## src/rtl/lwp_pkg.sv

```systemverilog
package lwp_pkg;
  localparam int LWP_SETS_DEF = 16;
  localparam int LWP_WAYS_DEF = 2;
  localparam int LWP_CNTW_DEF = 8;

  // Source chosen for the next fetch pointer value
  typedef enum logic [1:0] {
    PTR_HOLD     = 2'd0,
    PTR_FOLLOW   = 2'd1,
    PTR_REDIRECT = 2'd2
  } ptr_src_e;
endpackage

```

## src/rtl/lwp_table.sv

```systemverilog
module lwp_table #(
  parameter int SETS = 16,
  parameter int WAYS = 2,
  parameter int IDXW = $clog2(SETS),
  parameter int WAYW = (WAYS > 1) ? $clog2(WAYS) : 1
) (
  input  logic            clk,
  input  logic            rst_n,
  input  logic            fill_i,
  input  logic [IDXW-1:0] fill_set_i,
  input  logic [WAYW-1:0] fill_way_i,
  input  logic            upd_i,
  input  logic [IDXW-1:0] upd_set_i,
  input  logic [WAYW-1:0] upd_way_i,
  input  logic [IDXW-1:0] upd_next_set_i,
  input  logic [WAYW-1:0] upd_next_way_i,
  input  logic [IDXW-1:0] rd_set_i,
  input  logic [WAYW-1:0] rd_way_i,
  output logic [IDXW-1:0] rd_next_set_o,
  output logic [WAYW-1:0] rd_next_way_o
);
  localparam logic [IDXW-1:0] LAST_SET = IDXW'(SETS - 1);

  logic [IDXW-1:0] nset_q [SETS][WAYS];
  logic [WAYW-1:0] nway_q [SETS][WAYS];
  logic [IDXW-1:0] nset_d [SETS][WAYS];
  logic [WAYW-1:0] nway_d [SETS][WAYS];
  logic            wen    [SETS][WAYS];
  logic [IDXW-1:0] seq_set;

  // Sequential successor used to seed a filled line
  always_comb begin
    if (fill_set_i == LAST_SET) seq_set = '0;
    else                        seq_set = fill_set_i + 1'b1;
  end

  // Per-entry next-state: fill overrides a same-entry update
  always_comb begin
    for (int s = 0; s < SETS; s++) begin
      for (int w = 0; w < WAYS; w++) begin
        wen[s][w]    = 1'b0;
        nset_d[s][w] = nset_q[s][w];
        nway_d[s][w] = nway_q[s][w];
        if (upd_i && (upd_set_i == IDXW'(s)) && (upd_way_i == WAYW'(w))) begin
          wen[s][w]    = 1'b1;
          nset_d[s][w] = upd_next_set_i;
          nway_d[s][w] = upd_next_way_i;
        end
        if (fill_i && (fill_set_i == IDXW'(s)) && (fill_way_i == WAYW'(w))) begin
          wen[s][w]    = 1'b1;
          nset_d[s][w] = seq_set;
          nway_d[s][w] = '0;
        end
      end
    end
  end

  always_ff @(posedge clk or negedge rst_n) begin
    if (!rst_n) begin
      for (int s = 0; s < SETS; s++) begin
        for (int w = 0; w < WAYS; w++) begin
          nset_q[s][w] <= IDXW'((s + 1) % SETS);
          nway_q[s][w] <= '0;
        end
      end
    end else begin
      for (int s = 0; s < SETS; s++) begin
        for (int w = 0; w < WAYS; w++) begin
          if (wen[s][w]) begin
            nset_q[s][w] <= nset_d[s][w];
            nway_q[s][w] <= nway_d[s][w];
          end
        end
      end
    end
  end

  // Read of the line being fetched, same cycle
  assign rd_next_set_o = nset_q[rd_set_i][rd_way_i];
  assign rd_next_way_o = nway_q[rd_set_i][rd_way_i];
endmodule

```

## src/rtl/lwp_fetch_ptr.sv

```systemverilog
module lwp_fetch_ptr
  import lwp_pkg::*;
#(
  parameter int IDXW = 4,
  parameter int WAYW = 1
) (
  input  logic            clk,
  input  logic            rst_n,
  input  logic            en_i,
  input  logic            redirect_i,
  input  logic [IDXW-1:0] tgt_set_i,
  input  logic [WAYW-1:0] tgt_way_i,
  input  logic [IDXW-1:0] pred_set_i,
  input  logic [WAYW-1:0] pred_way_i,
  output logic            vld_o,
  output logic [IDXW-1:0] set_o,
  output logic [WAYW-1:0] way_o
);
  ptr_src_e        src;
  logic            ptr_en;
  logic            vld_en;
  logic            vld_d, vld_q;
  logic [IDXW-1:0] set_d, set_q;
  logic [WAYW-1:0] way_d, way_q;

  always_comb begin
    src = PTR_HOLD;
    if (redirect_i)           src = PTR_REDIRECT;
    else if (en_i && vld_q)   src = PTR_FOLLOW;
  end

  always_comb begin
    set_d  = set_q;
    way_d  = way_q;
    vld_d  = vld_q;
    ptr_en = 1'b0;
    vld_en = 1'b0;
    unique case (src)
      PTR_REDIRECT: begin
        set_d  = tgt_set_i;
        way_d  = tgt_way_i;
        vld_d  = 1'b0;
        ptr_en = 1'b1;
        vld_en = 1'b1;
      end
      PTR_FOLLOW: begin
        set_d  = pred_set_i;
        way_d  = pred_way_i;
        ptr_en = 1'b1;
      end
      default: begin
        // Bubble or post-reset: leave the location, validate it
        if (en_i) begin
          vld_d  = 1'b1;
          vld_en = 1'b1;
        end
      end
    endcase
  end

  always_ff @(posedge clk or negedge rst_n) begin
    if (!rst_n) begin
      set_q <= '0;
      way_q <= '0;
    end else if (ptr_en) begin
      set_q <= set_d;
      way_q <= way_d;
    end
  end

  always_ff @(posedge clk or negedge rst_n) begin
    if (!rst_n)      vld_q <= 1'b0;
    else if (vld_en) vld_q <= vld_d;
  end

  assign vld_o = vld_q;
  assign set_o = set_q;
  assign way_o = way_q;
endmodule

```

## src/rtl/lwp_miss_counter.sv

```systemverilog
module lwp_miss_counter #(
  parameter int CNTW = 8
) (
  input  logic            clk,
  input  logic            rst_n,
  input  logic            hit_i,
  output logic [CNTW-1:0] count_o
);
  localparam logic [CNTW-1:0] CMAX = '1;

  logic [CNTW-1:0] cnt_d, cnt_q;
  logic            cnt_en;

  always_comb begin
    cnt_en = hit_i && (cnt_q != CMAX);
    cnt_d  = cnt_q + 1'b1;
  end

  always_ff @(posedge clk or negedge rst_n) begin
    if (!rst_n)      cnt_q <= '0;
    else if (cnt_en) cnt_q <= cnt_d;
  end

  assign count_o = cnt_q;
endmodule

```

## src/rtl/line_way_predictor.sv

```systemverilog
module line_way_predictor
  import lwp_pkg::*;
#(
  parameter int SETS = LWP_SETS_DEF,
  parameter int WAYS = LWP_WAYS_DEF,
  parameter int CNTW = LWP_CNTW_DEF,
  localparam int IDXW = $clog2(SETS),
  localparam int WAYW = (WAYS > 1) ? $clog2(WAYS) : 1
) (
  input  logic            clk,
  input  logic            rst_n,
  input  logic            fetch_en_i,
  input  logic            redirect_i,
  input  logic [IDXW-1:0] redirect_set_i,
  input  logic [WAYW-1:0] redirect_way_i,
  input  logic            fill_i,
  input  logic [IDXW-1:0] fill_set_i,
  input  logic [WAYW-1:0] fill_way_i,
  input  logic            upd_i,
  input  logic [IDXW-1:0] upd_set_i,
  input  logic [WAYW-1:0] upd_way_i,
  input  logic [IDXW-1:0] upd_next_set_i,
  input  logic [WAYW-1:0] upd_next_way_i,
  output logic            fetch_vld_o,
  output logic [IDXW-1:0] fetch_set_o,
  output logic [WAYW-1:0] fetch_way_o,
  output logic [IDXW-1:0] pred_set_o,
  output logic [WAYW-1:0] pred_way_o,
  output logic [CNTW-1:0] miss_count_o
);
  logic [IDXW-1:0] cur_set;
  logic [WAYW-1:0] cur_way;
  logic [IDXW-1:0] nxt_set;
  logic [WAYW-1:0] nxt_way;

  lwp_table #(
    .SETS(SETS), .WAYS(WAYS), .IDXW(IDXW), .WAYW(WAYW)
  ) u_table (
    .clk            (clk),
    .rst_n          (rst_n),
    .fill_i         (fill_i),
    .fill_set_i     (fill_set_i),
    .fill_way_i     (fill_way_i),
    .upd_i          (upd_i),
    .upd_set_i      (upd_set_i),
    .upd_way_i      (upd_way_i),
    .upd_next_set_i (upd_next_set_i),
    .upd_next_way_i (upd_next_way_i),
    .rd_set_i       (cur_set),
    .rd_way_i       (cur_way),
    .rd_next_set_o  (nxt_set),
    .rd_next_way_o  (nxt_way)
  );

  lwp_fetch_ptr #(
    .IDXW(IDXW), .WAYW(WAYW)
  ) u_ptr (
    .clk        (clk),
    .rst_n      (rst_n),
    .en_i       (fetch_en_i),
    .redirect_i (redirect_i),
    .tgt_set_i  (redirect_set_i),
    .tgt_way_i  (redirect_way_i),
    .pred_set_i (nxt_set),
    .pred_way_i (nxt_way),
    .vld_o      (fetch_vld_o),
    .set_o      (cur_set),
    .way_o      (cur_way)
  );

  lwp_miss_counter #(
    .CNTW(CNTW)
  ) u_miss (
    .clk     (clk),
    .rst_n   (rst_n),
    .hit_i   (redirect_i),
    .count_o (miss_count_o)
  );

  assign fetch_set_o = cur_set;
  assign fetch_way_o = cur_way;
  assign pred_set_o  = nxt_set;
  assign pred_way_o  = nxt_way;
endmodule

```

## config.mk

```make
export PLATFORM = sky130hd
export DESIGN_NAME = line_way_predictor
export DESIGN_NICKNAME = d
export VERILOG_FILES = /design/src/rtl/lwp_pkg.sv /design/src/rtl/lwp_table.sv /design/src/rtl/lwp_fetch_ptr.sv /design/src/rtl/lwp_miss_counter.sv /design/src/rtl/line_way_predictor.sv
export SDC_FILE = /design/constraint.sdc
export NUM_CORES = 1
export LEC_CHECK = 0
export ABC_AREA = 1
export BUFFER_PORTS_ARGS = -buffer_cell sky130_fd_sc_hd__buf_2
export CORE_MARGIN = 2
export CORE_UTILIZATION = 25
export CTS_CLUSTER_SIZE = 14
export DETAILED_ROUTE_END_ITERATION = 6
export HOLD_SLACK_MARGIN = 0.02
export PLACE_DENSITY = 0.42
export SYNTH_ARGS = -nofsm -noshare
export SYNTH_HDL_FRONTEND = slang
export SYNTH_HIERARCHICAL = 1
export SYNTH_SLANG_ARGS = --single-unit
```

## constraint.sdc

```tcl
create_clock -name clk -period 1.7 [get_ports clk]
set_input_delay 0.17 -clock clk [delete_from_list [all_inputs] [get_ports clk]]
set_output_delay 0.17 -clock clk [all_outputs]
set_load 0.05 [all_outputs]
```

Word-level counts from Yosys, hierarchy flattened
Index checks and enable logic that the tools add are counted.
W data, S select, Z words.
Storage, ports and cells
  register bits: 174
  input bits: 26
  output and inout bits: 19
  word-level logic and storage cells: 493
Operators by class
  add/subtract/negate cells: 2
  order comparisons: 2
  eq/ne operators: 33
  muxes and demuxes: 214
  bitwise gates (word level): 5
  reduce and logical (&&, ||, !) cells: 169
Operators by type and width (number)
  $mux W4: 68
  $mux W1: 135
  $logic_and A1 B1 Y1: 98
  $reduce_bool A2 Y1: 34
  $reduce_and A2 Y1: 33
  $eq A4 B4 Y1 const B: 16
  $bmux W8 S4: 1
  $eq A4 B3 Y1 const B: 8
  $eq A4 B2 Y1 const B: 4
  $mux W8: 2
  $add A8 B1 Y8 const B: 1
  $bmux W2 S4: 1
  $eq A4 B1 Y1 const B: 2
  $logic_not A4 Y1: 2
  $ne A8 B8 Y1 const B: 1
  $pmux W4 S2: 1
  $mux W2: 3
  $pmux W1 S2: 3
  $ge A5 B5 Y1 const B: 1
  $not A4 Y5: 1
  $add A4 B1 Y4 const B: 1
  $not A1 Y1: 3
  $reduce_and A3 Y1: 1
  $eq A2 B1 Y1 const B: 1
  other kinds (4): 4

Logic depth before layout (Yosys ltp)
  depth after elaboration: 8
  depth in mapped cells: 13
  mapped depth without buffers: 11

Modules after synthesis
The synthesis kept the hierarchy.
Modules (own cells, without submodules)
  lwp_table: instances 1, cells an instance 1323, area each 9270.1 sq um, seq. area each 4083.9 sq um
  lwp_miss_counter: instances 1, cells an instance 60, area each 459.2 sq um, seq. area each 200.2 sq um
  lwp_fetch_ptr: instances 1, cells an instance 30, area each 267.8 sq um, seq. area each 150.1 sq um

Worst setup path after synthesis
No wires, ideal clock.
  kind: reg-to-reg
  start: register u_ptr.set_q[0] (netlist: u_ptr/set_o[0])
  end: register u_ptr.way_q (netlist: u_ptr/way_o)
  setup time: 69 ps
  data arrival time: 2203 ps
  data required time: 1631 ps
  setup slack: -572 ps
  cell stages (with the launch flop): 13
  path buffers: 2
  period minus slack after synthesis: 2272 ps
  cells stage by stage: dfrtp_1 -> buf_2 -> clkbuf_1 -> nand2_1 -> nand3_1 -> nand3_1 -> nand2_1 -> nand2_1 -> nand2_1 -> nand2_1 -> nand2_1 -> nand4_1 -> nand3_1
Between the ends
  longest elaborated chain between the ends: 8
Ends and longest elaborated chain
  start: declaration: RTL line lwp_fetch_ptr.sv:23  | logic [IDXW-1:0] set_d, set_q;
  start signal: assignment: RTL line lwp_fetch_ptr.sv:66  | set_q <= set_d;
  $not A4 Y5 (implied by the code): RTL line lwp_table.sv:80  | assign rd_next_way_o = nway_q[rd_set_i][rd_way_i];
  $bmux W2 S4: RTL line lwp_table.sv:80
  $mux W2 (implied by the code) (2 in series): RTL line lwp_table.sv:80
  $mux W1 (implied by the code) (3 in series): RTL line lwp_table.sv:80
  named net pred_way_o: RTL line line_way_predictor.sv:28  | output logic [WAYW-1:0] pred_way_o,
  $pmux W1 S2: RTL line lwp_fetch_ptr.sv:38  | unique case (src)
  end signal: assignment: RTL line lwp_fetch_ptr.sv:67  | way_q <= way_d;
  end: declaration: RTL line lwp_fetch_ptr.sv:24  | logic [WAYW-1:0] way_d, way_q;
The timed path passes the listed nets, and every way through them passes these cells. The select of a mux whose other input is x is not followed.
A chain may end at the register's enable or synchronous reset.

Worst setup path after layout
  start: register u_ptr.set_q[0] (netlist: u_ptr/set_o[0])
  end: output pred_set_o[2]
Between the ends
  longest elaborated chain between the ends: 7
Ends and longest elaborated chain
  $not A4 Y5 (implied by the code): RTL line lwp_table.sv:79  | assign rd_next_set_o = nset_q[rd_set_i][rd_way_i];
  $bmux W8 S4: RTL line lwp_table.sv:79
  $mux W8 (implied by the code) (2 in series): RTL line lwp_table.sv:79
  $mux W4 (implied by the code) (3 in series): RTL line lwp_table.sv:79
  end: declaration: RTL line line_way_predictor.sv:27  | output logic [IDXW-1:0] pred_set_o,
No other way between the ends. The select of a mux whose other input is x is not followed.

==> impl_summary.md <==
Power and ir drop
Of the total power, the share spent switching nets is 36.65%. The peak ir drop on the vdd network is 0.5871 mV. Summed over all cells, the static leakage comes to 6.598 nW. The clock network fraction of total power is 28.4%. The internal cell power is 9.444 mW.

Combinational logic is responsible for 29.9% of the overall power. The analysis attributes to net switching a power of 5.465 mW. The design draws 14.91 mW. The power per cell area is 1092 nW/um2. The proportion of power drawn by flip-flops and latches is 41.6%.

Placed design
The count of buffers from port buffering is 44. The worst slack after detailed placement is -0.2793 ns. The HPWL reported at the end of detailed placement is 29.46 mm.

The final estimated routing congestion in global placement is 0.8585. The total placed instance area is 12170 um2.

Hold path
The startpoint of the lowest-slack hold path is redirect_i. The worst hold path passes through 2 cells. The end of the worst hold path is u_ptr/vld_o$_DFFE_PN0P_.

The path class of the lowest-slack min-delay path is in -> reg.

Final layout
The number of diodes added for antenna fixing is 0. Relative to the synthesized area, the layout overhead comes to 36.56%. The final-stage net count is 1638.

Summing all non-filler instances in the final layout gives an area of 13650 um2. For this run, the share of the core covered by cells in the final layout is 34.44%. The fraction of final layout cells sized beyond drive strength 1 is 28.70%.

Flow run
The tool flagged a number of max-cap violations equal to 0.

Die
The number of rows created at floorplan is 73. The number of placed I/O pins is 45. The effective utilization at floorplan is 25.22%. The width of the die is 204.0 um.

In this run the vertical extent of the chip is 204.0 um. The total core area is 39640 um2. The die covers 41600 um2.

Timing
Setup repair after global routing could not meet its margin everywhere. Setup slack on the critical path of the routed design comes to -0.6384 ns. Setup violations remaining at the end of the flow were counted as 10. In this run the tightest slew margin relative to its limit is 67.39%. At the pin with the least slew margin, the transition time is 0.4865 ns. The final setup skew is 0.01096 ns.

Static timing analysis puts the maximum clock frequency at 427.7 MHz. The final number of max-transition violations came to 0. After routing, the total negative slack on setup checks comes to -4.076 ns. Counting I/O delays and the setup requirement, the final critical path takes 2.338 ns.

In the finished design, the share of the clock period the worst path needs comes to 137.6%. The hold violation total from the final report came to 0.

Drt
After detailed routing, no signal wire sits above met4. Summed over all layers, the routed wires come to 42.01 mm. The detailed router placed 10.43k vias in this run. Before antenna repair, the detailed router went through 5 iterations. After detailed routing, the average wire length per cell comes to 19.59 um. In this run the remaining antenna-violating nets after routing total 0. After detailed routing, the number of vias per cell comes to 4.863. For this block, wires on met1 add up to 19.08 mm. The total met2 wirelength after detailed routing is 19.47 mm. The met3 layer wire length in the routed design is 1.985 mm. The detailed-route DRC error count is 0. The initial DRC count is 810.

Worst setup path
The logic depth of the worst register-to-register path is 14. The required time of the critical path is 1.53 ns. On the worst path, the slowest cell contributes a delay of 0.46 ns. The most critical setup path has its startpoint at u_ptr/set_o[0]$_DFFE_PN0P_. The kind of launch point of the worst setup path is a register. The start of the worst register-to-register path is u_ptr/set_o[0]$_DFFE_PN0P_. Traced cell by cell, the critical path runs through buf_6 -> buf_12 -> clkbuf_16 -> nand2_2 -> nand3_2 -> nand3_2 -> nand2_2 -> nand2_1 -> nand2_1 -> nand2_2 -> nand2_4 -> buf_8. The arrival time at the worst endpoint is 2.17 ns. The worst setup path is captured at an output port. The most numerous cell on the critical path is sky130_fd_sc_hd__nand2_2.

On the critical path, the stage with the largest delay is an instance of sky130_fd_sc_hd__dfrtp_2. In this run the critical register-to-register path is captured at u_ptr/set_o[2]$_DFFE_PN0P_. The setup check on the worst reg-to-reg path leaves a slack of -0.26 ns.

Along the worst path, the maximum fanout reaches 8. The worst setup path is of the reg -> out kind.

Logic synthesis
The portion of the post-synthesis area used by sequential elements is 44.36%. Synthesis handed over a netlist of 1413 instances. The synthesized netlist contains 32 unique library cells.

The Yosys step of the flow raised 6 warnings. The synthesized design contains 174 register bits. The net count of the mapped netlist is 1444.

The synthesized area divided by synthesized cell count is 7.075 um2. In this run the cell area of the synthesized design comes to 9997 um2.

Status
The run finished, with violations left. The checks that failed: setup timing.

GRT
The initial antenna violation count is 0. The first global-routing pass estimated 63.27 mm of wire. The via count of the first global-routing pass was 10.18k. The maximum number of pins on one net before global-route repair is 46. The total global-route track usage is 20.48%.

The aggregate global routing overflow is 0.

Clocking
The level count of the clock H-tree is 4. The clock insertion delay at the later pin of the skew report is 0.45 ns. The clock transition at the registers of the reported paths is 0.08 ns. The longest clock path from root to sink contains 2 buffers.

The clock tree from TritonCTS is built. The number of buffers added by the clock tree synthesis step is 17. The number of sinks driven by the clock tree is 174.

Clock tree synthesis selected as its root buffer the cell sky130_fd_sc_hd__clkbuf_16.
==> cell usage after synthesis (all sizes together) <==
master | instances | area share, %
nand4 | 10 | 0.63
inv | 94 | 3.5
xnor2 | 1 | 0.088
o211ai | 33 | 2.5
a22oi | 1 | 0.075
o221ai | 8 | 0.70
and2 | 1 | 0.063
clkinv | 2 | 0.075
ha | 5 | 0.63
dfrtp | 110 | 28
o31ai | 27 | 2.0
nand3 | 217 | 11
a211oi | 8 | 0.60
clkbuf | 49 | 1.8
a31oi | 16 | 1.0
buf | 14 | 0.69
nand2 | 537 | 20
nor2 | 111 | 4.4
o21ai | 47 | 2.4
nand3b | 1 | 0.075
nor3 | 27 | 1.6
dfstp | 64 | 17
a21oi | 30 | 1.5
==> layout make-up <==
class | instances | area (um2)
fillers | 4209 | 25990
multi-input cells | 1080 | 5368
well taps | 525 | 656.9
flip-flops and latches | 174 | 4438
clock inverters | 14 | 173.9
repair buffers | 236 | 2191
repair inverters | 2 | 17.52
inverters | 96 | 367.9
clock buffers | 18 | 439.2
==> power groups by stage <==
stage	Sequential [mW]	Clock, mW	Combinational [mW]
CTS	6.19	4.34	4.22
global placement	6.28	0	3.81
detailed placement	6.25	0	3.84
global route	6.32	4.52	4.90
finish	6.21	4.24	4.46
floorplan	6.14	0	2.36
==> flip-flops by register name, summed over array words and instances (netlist names) <==
signal          cells
u_table/nset_q    128
u_ptr/set_o         4
u_ptr/way_o         1
u_ptr/vld_o         1
u_miss/count_o      8
u_table/nway_q     32
==> timing repair <==
action,in CTS,in global routing
setup endpoints to repair,11,11
hold buffers,8,0
buffers inserted,11,2
pin swaps,5,45
endpoints found under the hold margin,77,0
cloned,4,3
resized for setup,64,71
==> cells in the final DEF, fill, tap and decap left out, types with 3 or more instances in the layout <==
cell type and count:
sky130_fd_sc_hd__a211oi_1 8, sky130_fd_sc_hd__a21oi_1 30, sky130_fd_sc_hd__a31oi_1 16, sky130_fd_sc_hd__buf_12 25, sky130_fd_sc_hd__buf_2 37, sky130_fd_sc_hd__buf_4 146, sky130_fd_sc_hd__buf_6 7, sky130_fd_sc_hd__buf_8 8
sky130_fd_sc_hd__clkbuf_16 20, sky130_fd_sc_hd__clkinv_4 3, sky130_fd_sc_hd__dfrtp_1 107, sky130_fd_sc_hd__dfrtp_2 3, sky130_fd_sc_hd__dfstp_2 64, sky130_fd_sc_hd__dlygate4sd3_1 8, sky130_fd_sc_hd__ha_1 5, sky130_fd_sc_hd__inv_1 77
sky130_fd_sc_hd__inv_2 16, sky130_fd_sc_hd__inv_6 4, sky130_fd_sc_hd__inv_8 6, sky130_fd_sc_hd__nand2_1 477, sky130_fd_sc_hd__nand2_2 51, sky130_fd_sc_hd__nand2_4 9, sky130_fd_sc_hd__nand3_1 167, sky130_fd_sc_hd__nand3_2 50
sky130_fd_sc_hd__nand4_1 10, sky130_fd_sc_hd__nor2_1 106, sky130_fd_sc_hd__nor2_4 3, sky130_fd_sc_hd__nor3_1 23, sky130_fd_sc_hd__nor3_2 4, sky130_fd_sc_hd__o211ai_1 33, sky130_fd_sc_hd__o21ai_0 40, sky130_fd_sc_hd__o21ai_1 7
sky130_fd_sc_hd__o221ai_1 8, sky130_fd_sc_hd__o31ai_1 27
==> layer usage <==
metal	global-route usage, %	vias up
li1	-	5064
met1	27.47	5018
met2	32.75	284
met3	3.300	66
met4	8.489	0
met5	0	-
==> critical path: cells and delay by family, from the launching register on <==
family        cells  cell delay, ns
simple gates      8            0.59
buf+inv           4            0.64
flops             1            0.46
==> through the flow <==
step / hold WS, ns / std cells
3_3_place_gp: 0.1289 / 2085
2_1_floorplan: -0.1256 / 1413
3_5_place_dp: 0.1271 / 2085
6_report: 0.05960 / 2145
4_1_cts: 0.03826 / 2140
5_1_grt: 0.07263 / 2145
==> logic make-up (layout without fill, tap and decap cells) <==
group	Yosys count	after routing	synth area share, %
AOI/OAI and AO/OA	170	170	10.74
xor gates and xnor gates	1	1	0.08763
adders and majority gates	5	5	0.6258
buffers and inverters	159	366	6.133
DFF	174	174	44.36
and+or+nand+nor	904	904	38.06
==> worst max-delay path by stage <==
stage / to / slack (ns) / cells past startpoint
global route: pred_set_o[2] / -0.72 / 12
global placement: pred_set_o[0] / -0.27 / 11
CTS: pred_set_o[0] / -0.64 / 12
detailed placement: pred_set_o[0] / -0.28 / 11
floorplan: u_ptr/way_o$_DFFE_PN0P_ / -0.06 / 13
finish: pred_set_o[2] / -0.64 / 12
Power figures use the tool's default switching activity.
